$ cat config.mk
export PLATFORM = sky130hd
export DESIGN_NAME = sar_ctrl
export DESIGN_NICKNAME = d
export VERILOG_FILES = /design/src/rtl/sar_pkg.sv /design/src/rtl/sar_clk_en.sv /design/src/rtl/sar_timer.sv /design/src/rtl/sar_approx.sv /design/src/rtl/sar_ctrl.sv
export SDC_FILE = /design/constraint.sdc
export NUM_CORES = 1
export LEC_CHECK = 0
export BUFFER_PORTS_ARGS = -buffer_cell sky130_fd_sc_hd__clkbuf_2
export CORE_MARGIN = 4
export CORE_UTILIZATION = 56
export CTS_BUF_LIST = sky130_fd_sc_hd__clkbuf_8
export DETAILED_ROUTE_END_ITERATION = 16
export GPL_TIMING_DRIVEN = 1
export PLACE_DENSITY = 0.79
export SETUP_SLACK_MARGIN = 0.02
export SLEW_MARGIN = 10
export SYNTH_ARGS = -nofsm -noshare
export SYNTH_HDL_FRONTEND = slang
export SYNTH_SLANG_ARGS = --single-unit
export TNS_END_PERCENT = 50
$ cat constraint.sdc
create_clock -name clk -period 1.65 [get_ports clk]
set_input_delay 0.2475 -clock clk [delete_from_list [all_inputs] [get_ports clk]]
set_output_delay 0.2475 -clock clk [all_outputs]
set_load 0.01 [all_outputs]
$ cat src/rtl/sar_pkg.sv
package sar_pkg;

  localparam int RATIO_W = 4;

  typedef enum logic [1:0] {
    ST_IDLE,
    ST_SETUP,
    ST_BITS
  } sar_state_e;

  // divide ratio of the conversion tick; unused codes fall back to the slowest
  function automatic logic [RATIO_W-1:0] div_ratio(input logic [2:0] sel);
    logic [RATIO_W-1:0] r;
    case (sel)
      3'd0:    r = 4'd1;
      3'd1:    r = 4'd2;
      3'd2:    r = 4'd3;
      3'd3:    r = 4'd4;
      3'd4:    r = 4'd6;
      default: r = 4'd12;
    endcase
    return r;
  endfunction

endpackage

$ cat src/rtl/sar_clk_en.sv
module sar_clk_en
  import sar_pkg::*;
(
  input  logic       clk,
  input  logic       rst_n,
  input  logic       restart,
  input  logic [2:0] sel,
  output logic       ce
);

  logic [RATIO_W-1:0] ratio_q, ratio_d;
  logic [RATIO_W-1:0] cnt_q, cnt_d;

  assign ce = (cnt_q == ratio_q - 1'b1);

  always_comb begin
    ratio_d = ratio_q;
    cnt_d   = ce ? '0 : cnt_q + 1'b1;
    if (restart) begin
      ratio_d = div_ratio(sel);
      cnt_d   = '0;
    end
  end

  always_ff @(posedge clk or negedge rst_n) begin
    if (!rst_n) begin
      ratio_q <= 4'd1;
      cnt_q   <= '0;
    end else begin
      ratio_q <= ratio_d;
      cnt_q   <= cnt_d;
    end
  end

endmodule

$ cat src/rtl/sar_timer.sv
module sar_timer
  import sar_pkg::*;
#(
  parameter int RES_HI  = 10,
  parameter int RES_LO  = 8,
  parameter int T_SH_HI = 33,
  parameter int T_SH_LO = 28,
  parameter int T_NS_HI = 59,
  parameter int T_NS_LO = 49,
  parameter int L_SH    = 2,
  parameter int L_NS    = 5,
  localparam int IW     = $clog2(RES_HI)
) (
  input  logic          clk,
  input  logic          rst_n,
  input  logic          start,
  input  logic          mode_8b,
  input  logic          sh_en,
  input  logic          ce,
  output logic          accept,
  output logic          busy,
  output logic          sample,
  output logic          decide,
  output logic          set_en,
  output logic [IW-1:0] set_idx,
  output logic [IW-1:0] cur_idx,
  output logic          finish,
  output logic          cfg_mode8
);

  // setup phase absorbs whatever the bit slots leave of each total
  localparam int SET_SH_HI = T_SH_HI - RES_HI * L_SH;
  localparam int SET_SH_LO = T_SH_LO - RES_LO * L_SH;
  localparam int SET_NS_HI = T_NS_HI - RES_HI * L_NS;
  localparam int SET_NS_LO = T_NS_LO - RES_LO * L_NS;
  localparam int CW        = $clog2(T_NS_HI + 1);

  localparam logic [CW-1:0] END_SH_HI = CW'(SET_SH_HI - 1);
  localparam logic [CW-1:0] END_SH_LO = CW'(SET_SH_LO - 1);
  localparam logic [CW-1:0] END_NS_HI = CW'(SET_NS_HI - 1);
  localparam logic [CW-1:0] END_NS_LO = CW'(SET_NS_LO - 1);
  localparam logic [CW-1:0] END_L_SH  = CW'(L_SH - 1);
  localparam logic [CW-1:0] END_L_NS  = CW'(L_NS - 1);
  localparam logic [IW-1:0] MSB_HI    = IW'(RES_HI - 1);
  localparam logic [IW-1:0] MSB_LO    = IW'(RES_LO - 1);

  sar_state_e    st_q, st_d;
  logic [CW-1:0] cnt_q, cnt_d;
  logic [IW-1:0] idx_q, idx_d;
  logic          m8_q, m8_d;
  logic          sh_q, sh_d;
  logic [CW-1:0] setup_end;
  logic [CW-1:0] slot_end;

  always_comb begin
    setup_end = sh_q ? (m8_q ? END_SH_LO : END_SH_HI)
                     : (m8_q ? END_NS_LO : END_NS_HI);
    slot_end  = sh_q ? END_L_SH : END_L_NS;
  end

  always_comb begin
    st_d    = st_q;
    cnt_d   = cnt_q;
    idx_d   = idx_q;
    m8_d    = m8_q;
    sh_d    = sh_q;
    accept  = 1'b0;
    decide  = 1'b0;
    set_en  = 1'b0;
    set_idx = idx_q;
    finish  = 1'b0;
    case (st_q)
      ST_IDLE: begin
        if (start) begin
          accept = 1'b1;
          st_d   = ST_SETUP;
          cnt_d  = '0;
          m8_d   = mode_8b;
          sh_d   = sh_en;
        end
      end
      ST_SETUP: begin
        if (ce) begin
          if (cnt_q == setup_end) begin
            st_d    = ST_BITS;
            cnt_d   = '0;
            idx_d   = m8_q ? MSB_LO : MSB_HI;
            set_en  = 1'b1;
            set_idx = m8_q ? MSB_LO : MSB_HI;
          end else begin
            cnt_d = cnt_q + 1'b1;
          end
        end
      end
      ST_BITS: begin
        if (ce) begin
          if (cnt_q == slot_end) begin
            decide = 1'b1;
            cnt_d  = '0;
            if (idx_q == '0) begin
              finish = 1'b1;
              st_d   = ST_IDLE;
            end else begin
              idx_d   = idx_q - 1'b1;
              set_en  = 1'b1;
              set_idx = idx_q - 1'b1;
            end
          end else begin
            cnt_d = cnt_q + 1'b1;
          end
        end
      end
      default: st_d = ST_IDLE;
    endcase
  end

  always_ff @(posedge clk or negedge rst_n) begin
    if (!rst_n) begin
      st_q  <= ST_IDLE;
      cnt_q <= '0;
      idx_q <= '0;
      m8_q  <= 1'b0;
      sh_q  <= 1'b0;
    end else begin
      st_q  <= st_d;
      cnt_q <= cnt_d;
      idx_q <= idx_d;
      m8_q  <= m8_d;
      sh_q  <= sh_d;
    end
  end

  assign busy      = (st_q != ST_IDLE);
  assign sample    = (st_q == ST_SETUP) && sh_q;
  assign cur_idx   = idx_q;
  assign cfg_mode8 = m8_q;

endmodule

$ cat src/rtl/sar_approx.sv
module sar_approx #(
  parameter int W   = 10,
  localparam int IW = $clog2(W)
) (
  input  logic          clk,
  input  logic          rst_n,
  input  logic          clear,
  input  logic          decide,
  input  logic          cmp_hi,
  input  logic [IW-1:0] cur_idx,
  input  logic          set_en,
  input  logic [IW-1:0] set_idx,
  input  logic          finish,
  output logic [W-1:0]  trial,
  output logic [W-1:0]  result,
  output logic          done
);

  logic [W-1:0] trial_q, trial_d;
  logic [W-1:0] res_q, res_d;
  logic         done_q;

  always_comb begin
    trial_d = trial_q;
    if (clear) begin
      trial_d = '0;
    end else begin
      if (decide && cmp_hi) trial_d[cur_idx] = 1'b0;
      if (set_en)           trial_d[set_idx] = 1'b1;
    end
    res_d = finish ? trial_d : res_q;
  end

  always_ff @(posedge clk or negedge rst_n) begin
    if (!rst_n) begin
      trial_q <= '0;
      res_q   <= '0;
      done_q  <= 1'b0;
    end else begin
      trial_q <= trial_d;
      res_q   <= res_d;
      done_q  <= finish;
    end
  end

  assign trial  = trial_q;
  assign result = res_q;
  assign done   = done_q;

endmodule

$ cat src/rtl/sar_ctrl.sv
module sar_ctrl #(
  parameter int RES_HI  = 10,
  parameter int RES_LO  = 8,
  parameter int T_SH_HI = 33,
  parameter int T_SH_LO = 28,
  parameter int T_NS_HI = 59,
  parameter int T_NS_LO = 49,
  parameter int L_SH    = 2,
  parameter int L_NS    = 5
) (
  input  logic              clk,
  input  logic              rst_n,
  input  logic              start,
  input  logic              mode_8b,
  input  logic              sh_en,
  input  logic [2:0]        div_sel,
  input  logic              cmp_hi,
  output logic [RES_HI-1:0] dac_code,
  output logic              sample_hold,
  output logic              busy,
  output logic              done,
  output logic [RES_HI-1:0] result
);

  localparam int IW = $clog2(RES_HI);

  logic [1:0]    rst_sync_q;
  logic          rst_n_int;
  logic          ce;
  logic          accept;
  logic          decide;
  logic          set_en;
  logic [IW-1:0] set_idx;
  logic [IW-1:0] cur_idx;
  logic          finish;
  logic          cfg_mode8;

  // asynchronous assertion, synchronous release
  always_ff @(posedge clk or negedge rst_n) begin
    if (!rst_n) rst_sync_q <= 2'b00;
    else        rst_sync_q <= {rst_sync_q[0], 1'b1};
  end
  assign rst_n_int = rst_sync_q[1];

  sar_clk_en u_div (
    .clk     (clk),
    .rst_n   (rst_n_int),
    .restart (accept),
    .sel     (div_sel),
    .ce      (ce)
  );

  sar_timer #(
    .RES_HI (RES_HI), .RES_LO (RES_LO),
    .T_SH_HI(T_SH_HI), .T_SH_LO(T_SH_LO),
    .T_NS_HI(T_NS_HI), .T_NS_LO(T_NS_LO),
    .L_SH   (L_SH),    .L_NS   (L_NS)
  ) u_timer (
    .clk       (clk),
    .rst_n     (rst_n_int),
    .start     (start),
    .mode_8b   (mode_8b),
    .sh_en     (sh_en),
    .ce        (ce),
    .accept    (accept),
    .busy      (busy),
    .sample    (sample_hold),
    .decide    (decide),
    .set_en    (set_en),
    .set_idx   (set_idx),
    .cur_idx   (cur_idx),
    .finish    (finish),
    .cfg_mode8 (cfg_mode8)
  );

  sar_approx #(.W(RES_HI)) u_approx (
    .clk     (clk),
    .rst_n   (rst_n_int),
    .clear   (accept),
    .decide  (decide),
    .cmp_hi  (cmp_hi),
    .cur_idx (cur_idx),
    .set_en  (set_en),
    .set_idx (set_idx),
    .finish  (finish),
    .trial   (dac_code),
    .result  (result),
    .done    (done)
  );

endmodule

==> results.ini, run 1 <==
[run_status]
outcome=complete, but fails checks
violations=negative setup slack

[drt]
vias_per_cell=6.507
final_antenna_net_count=0
wl_mm=9.229
vias=2915
drcViolationCount=0
drt-initial-drc-count=416
wl_per_cell_um=20.60
dr.pass1.iters=5

[placed_design]
dp_hpwl_mm=5.170
placedCellCount=424
gp_congestion=0.8978
io_buffer_count=31

[clock_network]
numCtsBuffers=5
clk_latency_ns=0.31
cts_root_buffer=clkbuf_8
cts_tree=yes
path_clk_slew_ns=0.10
cts.sinks=45
clk_path_buf_depth=2
cts_max_level=2

[die]
dieWidth_um=75.63
core_area_mm2=0.004384
initial_core_util=0.5842
fp-row-count=24
fp.dieH_um=75.63
dieArea_mm2=0.005720
num_io_pins=32

[synthesis]
synth_edf_count=0
ys_types=53
netlist_instances=281
synth_seq_area_share=0.4402
synth-async-reset-ratio=1.000
syn_area_per_cell_um2=9.115
synth_ff_type=dfrtp_1
synth_nets=302
syn_area_mm2=0.002561
ys_warn_count=0
synth_seq_cells=45

[worst_setup_path]
r2r_slack_ns=-1.25
required_ns=1.87
cp-end-kind=register
worstPathMaxFanout=6
critPathLaunchType=register
worstPathArrival_ns=3.12
worstSetupPathType=register to register

[timing]
tightestPinTransition_ns=0.5237
min_period_ns=2.898
timing.final.crit_share=1.756
setup_tns_ns=-29.12
hold_violations=0
skew_ns=0.01460
final.setup.worst_slack_ns=-1.248
relSlewSlack=0.6479
grt_setup_unrepaired=yes
drv_slew=0
fmax_mhz=345.1
finalSetupViolCount=37

[grt]
grt_overflow_total=0
grt_pass1_wl_mm=13.38
grt_pass1_vias=2783
antenna_found_initial=0
grt_max_degree=26
grtUsageTotal=0.3137

[power_and_ir_drop]
leakagePower_nw=1.788
p_comb_frac=0.593
vdd_drop_max_v=0.001575
p_seq_frac=0.272
p_switching_w=0.002137
p_clk_frac=0.135
p_int_w=0.003052
power_density_mw_per_mm2=1363
p_sw_frac=0.4118

[layout]
area_growth_syn_to_layout_pct=48.61
nNetsFinal=416
drive_above_1_share=0.4470
fin_cells=448
diodes=0

[hold_path]
hold_path.class=primary input to register

[flow_run]
maxCapViolations=0

cell families (layout without fill, tap and decap cells):
group	count (synthesis)	count (layout)	share of synthesized area
muxes	5	5	0.02052
other	1	1	0.001464
and+or+nand+nor	103	103	0.2062
AOI/OAI and AO/OA	80	80	0.1964
xor gates and xnor gates	9	9	0.03664
adders and majority gates	12	12	0.05862
buffers and inverters	26	141	0.04006
DFF	45	45	0.4402
area by class of cell:
| type | count | area (µm²) |
|---|---|---|
| clock buffers | 5 | 68.82 |
| clock inverters | 3 | 18.77 |
| fillers | 186 | 578.1 |
| inverters | 15 | 58.81 |
| multi-input cells | 210 | 1594 |
| flip-flops and latches | 45 | 1129 |
| well taps | 52 | 65.06 |
| repair buffers | 118 | 872.1 |
sequential cells by signal (all words and copies together), names as in the netlist:
| name | cells |
|---|---|
| u_timer.st_q | 2 |
| u_timer.cur_idx | 4 |
| u_approx.trial | 10 |
| u_div.cnt_q | 4 |
| u_approx.done | 1 |
| u_div.ratio_q | 4 |
| u_approx.result | 10 |
| u_timer.cnt_q | 6 |
| rst_sync_q | 2 |
| u_timer.cfg_mode8 | 1 |
| u_timer.sh_q | 1 |
through the flow:
step	hold slack [ns]	power [W]	utilization	area, µm²	setup slack, ns
2_1_floorplan	-0.04809	0.002673	-	2621	-1.053
3_3_place_gp	0.03336	0.003689	0.7628	3344	-1.121
4_1_cts	0.1364	0.004754	0.8302	3640	-1.087
6_report	0.1354	0.005189	0.8682	3806	-1.248
3_5_place_dp	0.04180	0.003773	0.7628	3344	-1.200
5_1_grt	0.1520	0.005435	0.8682	3806	-1.324
power groups by stage:
stage	clock [W]	sequential, W	combinational (W)
final	0.000702	0.00141	0.00308
after global routing	0.000755	0.00142	0.00325
after CTS	0.000700	0.00140	0.00266
after detailed placement	0	0.00141	0.00236
after global placement	0	0.00140	0.00229
after floorplan	0	0.00143	0.00125
worst max-delay path, cell delays in order (launching register included):
cell	delay (ns)
dfrtp_1	0.40
buf_6	0.12
or4_4	0.54
a21o_4	0.24
nor4_2	0.40
a21oi_4	0.14
a2111oi_4	0.31
buf_4	0.19
buf_6	0.11
nand4_1	0.15
a21oi_1	0.22
what timing repair did:
| action | 4_1_cts | 5_1_grt |
|---|---|---|
| pin swaps | 15 | 27 |
| gates cloned | 3 | 0 |
| hold endpoints to repair | 2 | 0 |
| buffers inserted | 8 | 8 |
| hold buffers | 1 | 0 |
| resized for setup | 27 | 43 |
| endpoints found under the setup margin | 38 | 38 |
per-layer routing:
metal / up-vias / part of all wire / global-route usage
li1: 1233 / - / -
met1: 1370 / 0.37 / 0.3997
met3: 64 / 0.091 / 0.05409
met2: 248 / 0.48 / 0.5292
met4: 0 / 0.053 / 0.1282
met5: - / 0 / 0
cell usage after synthesis (all sizes together), types with 2 or more instances:
cell | count | share of area
a2111oi | 2 | 0.017
a211o | 2 | 0.0068
a211oi | 3 | 0.0088
a21o | 2 | 0.0059
a21oi | 28 | 0.055
and2 | 3 | 0.0073
and3 | 2 | 0.0049
buf | 2 | 0.0049
clkbuf | 9 | 0.013
dfrtp | 44 | 0.43
ha | 12 | 0.059
inv | 15 | 0.022
mux2 | 2 | 0.0088
mux2i | 3 | 0.012
nand2 | 39 | 0.057
nand2b | 3 | 0.0073
nand3 | 3 | 0.0059
nand4 | 11 | 0.027
nor2 | 12 | 0.019
nor2b | 2 | 0.0049
nor3 | 12 | 0.028
nor4 | 2 | 0.0049
o211ai | 3 | 0.0088
o21ai | 31 | 0.061
or2 | 2 | 0.0049
or3 | 4 | 0.0098
or3b | 2 | 0.0068
or4 | 2 | 0.0059
xnor2 | 5 | 0.017
xor2 | 3 | 0.010
placed cells by master, fill, tap and decap left out, drive strengths merged, types with 3 or more instances in the layout:
cell    synthesis  layout
o21ai          31      31
nor3           12      12
nor2           12      12
or3             4       4
nand3           3       3
xnor2           5       5
and2            3       3
dfrtp          44      44
clkbuf          9      36
inv            15      16
a21oi          28      28
nand4          11      11
mux2i           3       3
nand2          39      39
buf             2      86
nand2b          3       3
o211ai          3       3
a211oi          3       3
ha             12      12
xor2            3       3
path summary, 6_finish.rpt:
| path | cells after the start | endpoint | start |
|---|---|---|---|
| hold reg to reg | 0 | u_timer.cnt_q[0]$_DFFE_PN0P_ | rst_sync_q[1]$_DFF_PN0_ |
| hold / removal | 3 | u_timer.sh_q$_DFFE_PN0P_ | sh_en |
| max in group asynchronous | 1 | u_approx.result[1]$_DFFE_PN0P_ | rst_sync_q[1]$_DFF_PN0_ |
| min in group asynchronous | 0 | u_timer.cnt_q[0]$_DFFE_PN0P_ | rst_sync_q[1]$_DFF_PN0_ |
| setup / recovery | 10 | u_approx.trial[1]$_DFF_PN0_ | u_timer.cnt_q[5]$_DFFE_PN0P_ |
| setup reg to reg | 10 | u_approx.trial[1]$_DFF_PN0_ | u_timer.cnt_q[5]$_DFFE_PN0P_ |
No activity file was read; power rests on OpenSTA's default activity.
==> inputs of run 2 (changes only) <==
- MAX_ROUTING_LAYER: default -> met4
==> run 2 against run 1 <==
The flow still finishes with violations (negative setup slack); setup slack got worse by 0.15 ns; sequential power about the same; critical path depth decreased by 1; core utilization decreased by 0.34 points; maximum frequency decreased by 4.9%; cell count unchanged; design area decreased by 0.39%; die area unchanged; clock power increased by 1%.
==> results.ini, run 2 (synthesized netlist as in run 1, its figures left out) <==
[timing]
grt_setup_unrepaired=yes
drv_slew=0
relSlewSlack=0.6419
fmax_mhz=328.1
hold_violations=0
final.setup.worst_slack_ns=-1.398
min_period_ns=3.048
whs_ns=0.1569
finalSetupViolCount=37
tightestPinTransition_ns=0.5333
skew_ns=0.009043
setup_tns_ns=-31.73
timing.final.crit_share=1.847

[worst_setup_path]
r2r-end=u_approx.trial[9]$_DFF_PN0_
crit_top_cell=a2111oi_4
max_stage_delay_ns=0.56
crit_chain=inv_2 -> ha_4 -> xnor2_4 -> a2111o_1 -> a2111oi_4 -> mux2i_2 -> a2111oi_4 -> or4b_1 -> a21oi_1
worstSetupPathType=register to register
ff2ff_path_depth=9
required_ns=1.88
worstPathMaxFanout=3
regToRegStartpoint=u_div.ratio_q[0]$_DFFE_PN1P_
critPathSlowestCell=dfstp_2
cp-end-kind=register
r2r_slack_ns=-1.40
worstPathArrival_ns=3.28
critPathLaunchType=register

[power_and_ir_drop]
p_switching_w=0.002227
p_clk_frac=0.135
p_comb_frac=0.595
vdd_drop_max_v=0.001532
p_int_w=0.003053
p_sw_frac=0.4218
leakagePower_nw=1.787
power_density_mw_per_mm2=1393
p_seq_frac=0.270

[hold_path]
hold_path.class=primary input to register
min-delay-start=sh_en
whs_endpoint=u_timer.sh_q$_DFFE_PN0P_
holdPathStages=3

[clock_network]
cts.sinks=45
cts_root_buffer=clkbuf_8
path_clk_slew_ns=0.09
clk_latency_ns=0.31
cts_max_level=2
cts_tree=yes
clk_path_buf_depth=2
numCtsBuffers=5

[die]
dieWidth_um=75.63
fp.dieH_um=75.63
fp-row-count=24
initial_core_util=0.5842
dieArea_mm2=0.005720
num_io_pins=32
core_area_mm2=0.004384

[drt]
vias_per_cell=6.775
wl_mm=10.49
dr.pass1.iters=11
wl_per_cell_um=23.41
drcViolationCount=0
final_antenna_net_count=0
drt-initial-drc-count=535
vias=3035

[layout]
nNetsFinal=416
final_cell_mix=73 x buf_4, 43 x dfrtp_1, 34 x nand2_1, 31 x clkbuf_2, 20 x a21oi_1
drive_above_1_share=0.4394
layout_commonest_cell=buf_4
area_growth_syn_to_layout_pct=48.02
fin_area_mm2=0.003791
diodes=0

[grt]
grt_max_degree=26
grtUsageTotal=0.3234
grt_overflow_total=0
grt_pass1_wl_mm=13.39
antenna_found_initial=0
grt_pass1_vias=2779

[run_status]
outcome=complete, but fails checks
violations=negative setup slack

[flow_run]
maxCapViolations=0

[placed_design]
dp_hpwl_mm=5.170
io_buffer_count=31
placed_cell_area_mm2=0.003344
gp_congestion=0.9131

[run 2: cell counts in the layout (fill, tap and decap cells not counted)]
No cell type changed its count.
[run 2: routing by layer]
metal,wire length (µm),track usage,vias to the layer above
met5,0,-,-
met4,826,0.1262,0
met3,1218,0.05277,91
met2,4809,0.5312,298
met1,3633,0.3997,1407
li1,-,-,1239
[run 2: layout make-up]
cell class | count | area, µm²
Tap cell | 52 | 65.06
Fill cell | 194 | 593.1
Clock buffer | 5 | 68.82
Clock inverter | 3 | 18.77
Inverter | 15 | 58.81
Timing Repair Buffer | 118 | 868.3
Sequential cell | 45 | 1129
Multi-Input combinational cell | 210 | 1583
[run 2: metrics by stage]
stage	total power, W	cells	setup slack [ns]	utilization
CTS	0.004754	444	-1.087	0.8302
global route	0.005502	448	-1.500	0.8647
floorplan	0.002673	281	-1.053	-
detailed placement	0.003773	424	-1.200	0.7628
finish	0.005280	448	-1.398	0.8647
global placement	0.003689	424	-1.121	0.7628
[run 2: worst max-delay path by stage]
stage | from | to | slack (ns) | cells past startpoint
after floorplan | u_div.ratio_q[0]$_DFFE_PN1P_ | u_approx.trial[9]$_DFF_PN0_ | -1.05 | 9
after global placement | u_div.ratio_q[0]$_DFFE_PN1P_ | u_approx.trial[9]$_DFF_PN0_ | -1.12 | 9
after detailed placement | u_div.ratio_q[0]$_DFFE_PN1P_ | u_approx.trial[7]$_DFF_PN0_ | -1.20 | 10
after CTS | u_div.ratio_q[0]$_DFFE_PN1P_ | u_approx.trial[9]$_DFF_PN0_ | -1.09 | 9
after global routing | u_div.ratio_q[0]$_DFFE_PN1P_ | u_approx.trial[9]$_DFF_PN0_ | -1.50 | 9
final | u_div.ratio_q[0]$_DFFE_PN1P_ | u_approx.trial[9]$_DFF_PN0_ | -1.40 | 9
[run 2: power groups by stage]
stage | registers, W | logic, W | clock network [W]
6_report | 0.00143 | 0.00314 | 0.000711
5_1_grt | 0.00143 | 0.00331 | 0.000754
4_1_cts | 0.00140 | 0.00266 | 0.000700
3_5_place_dp | 0.00141 | 0.00236 | 0
3_3_place_gp | 0.00140 | 0.00229 | 0
2_1_floorplan | 0.00143 | 0.00125 | 0
[run 2: worst max-delay path, delay by kind of cell, from the launching register on]
kind,cells,cell delay [ns]
AND/OR/NAND/NOR,1,0.53
AO/OA/AOI/OAI,4,1.01
buffers and inverters,1,0.05
flip-flops,1,0.56
adder cells (fa/ha/maj),1,0.23
XOR/XNOR,1,0.14
multiplexers,1,0.45
[run 2: what timing repair did]
action	CTS	global route
cloned	3	0
pin swaps	15	28
hold buffers	1	0
resized for setup	27	39
endpoints found under the setup margin	38	38
buffers inserted	8	8
hold endpoints to repair	2	0
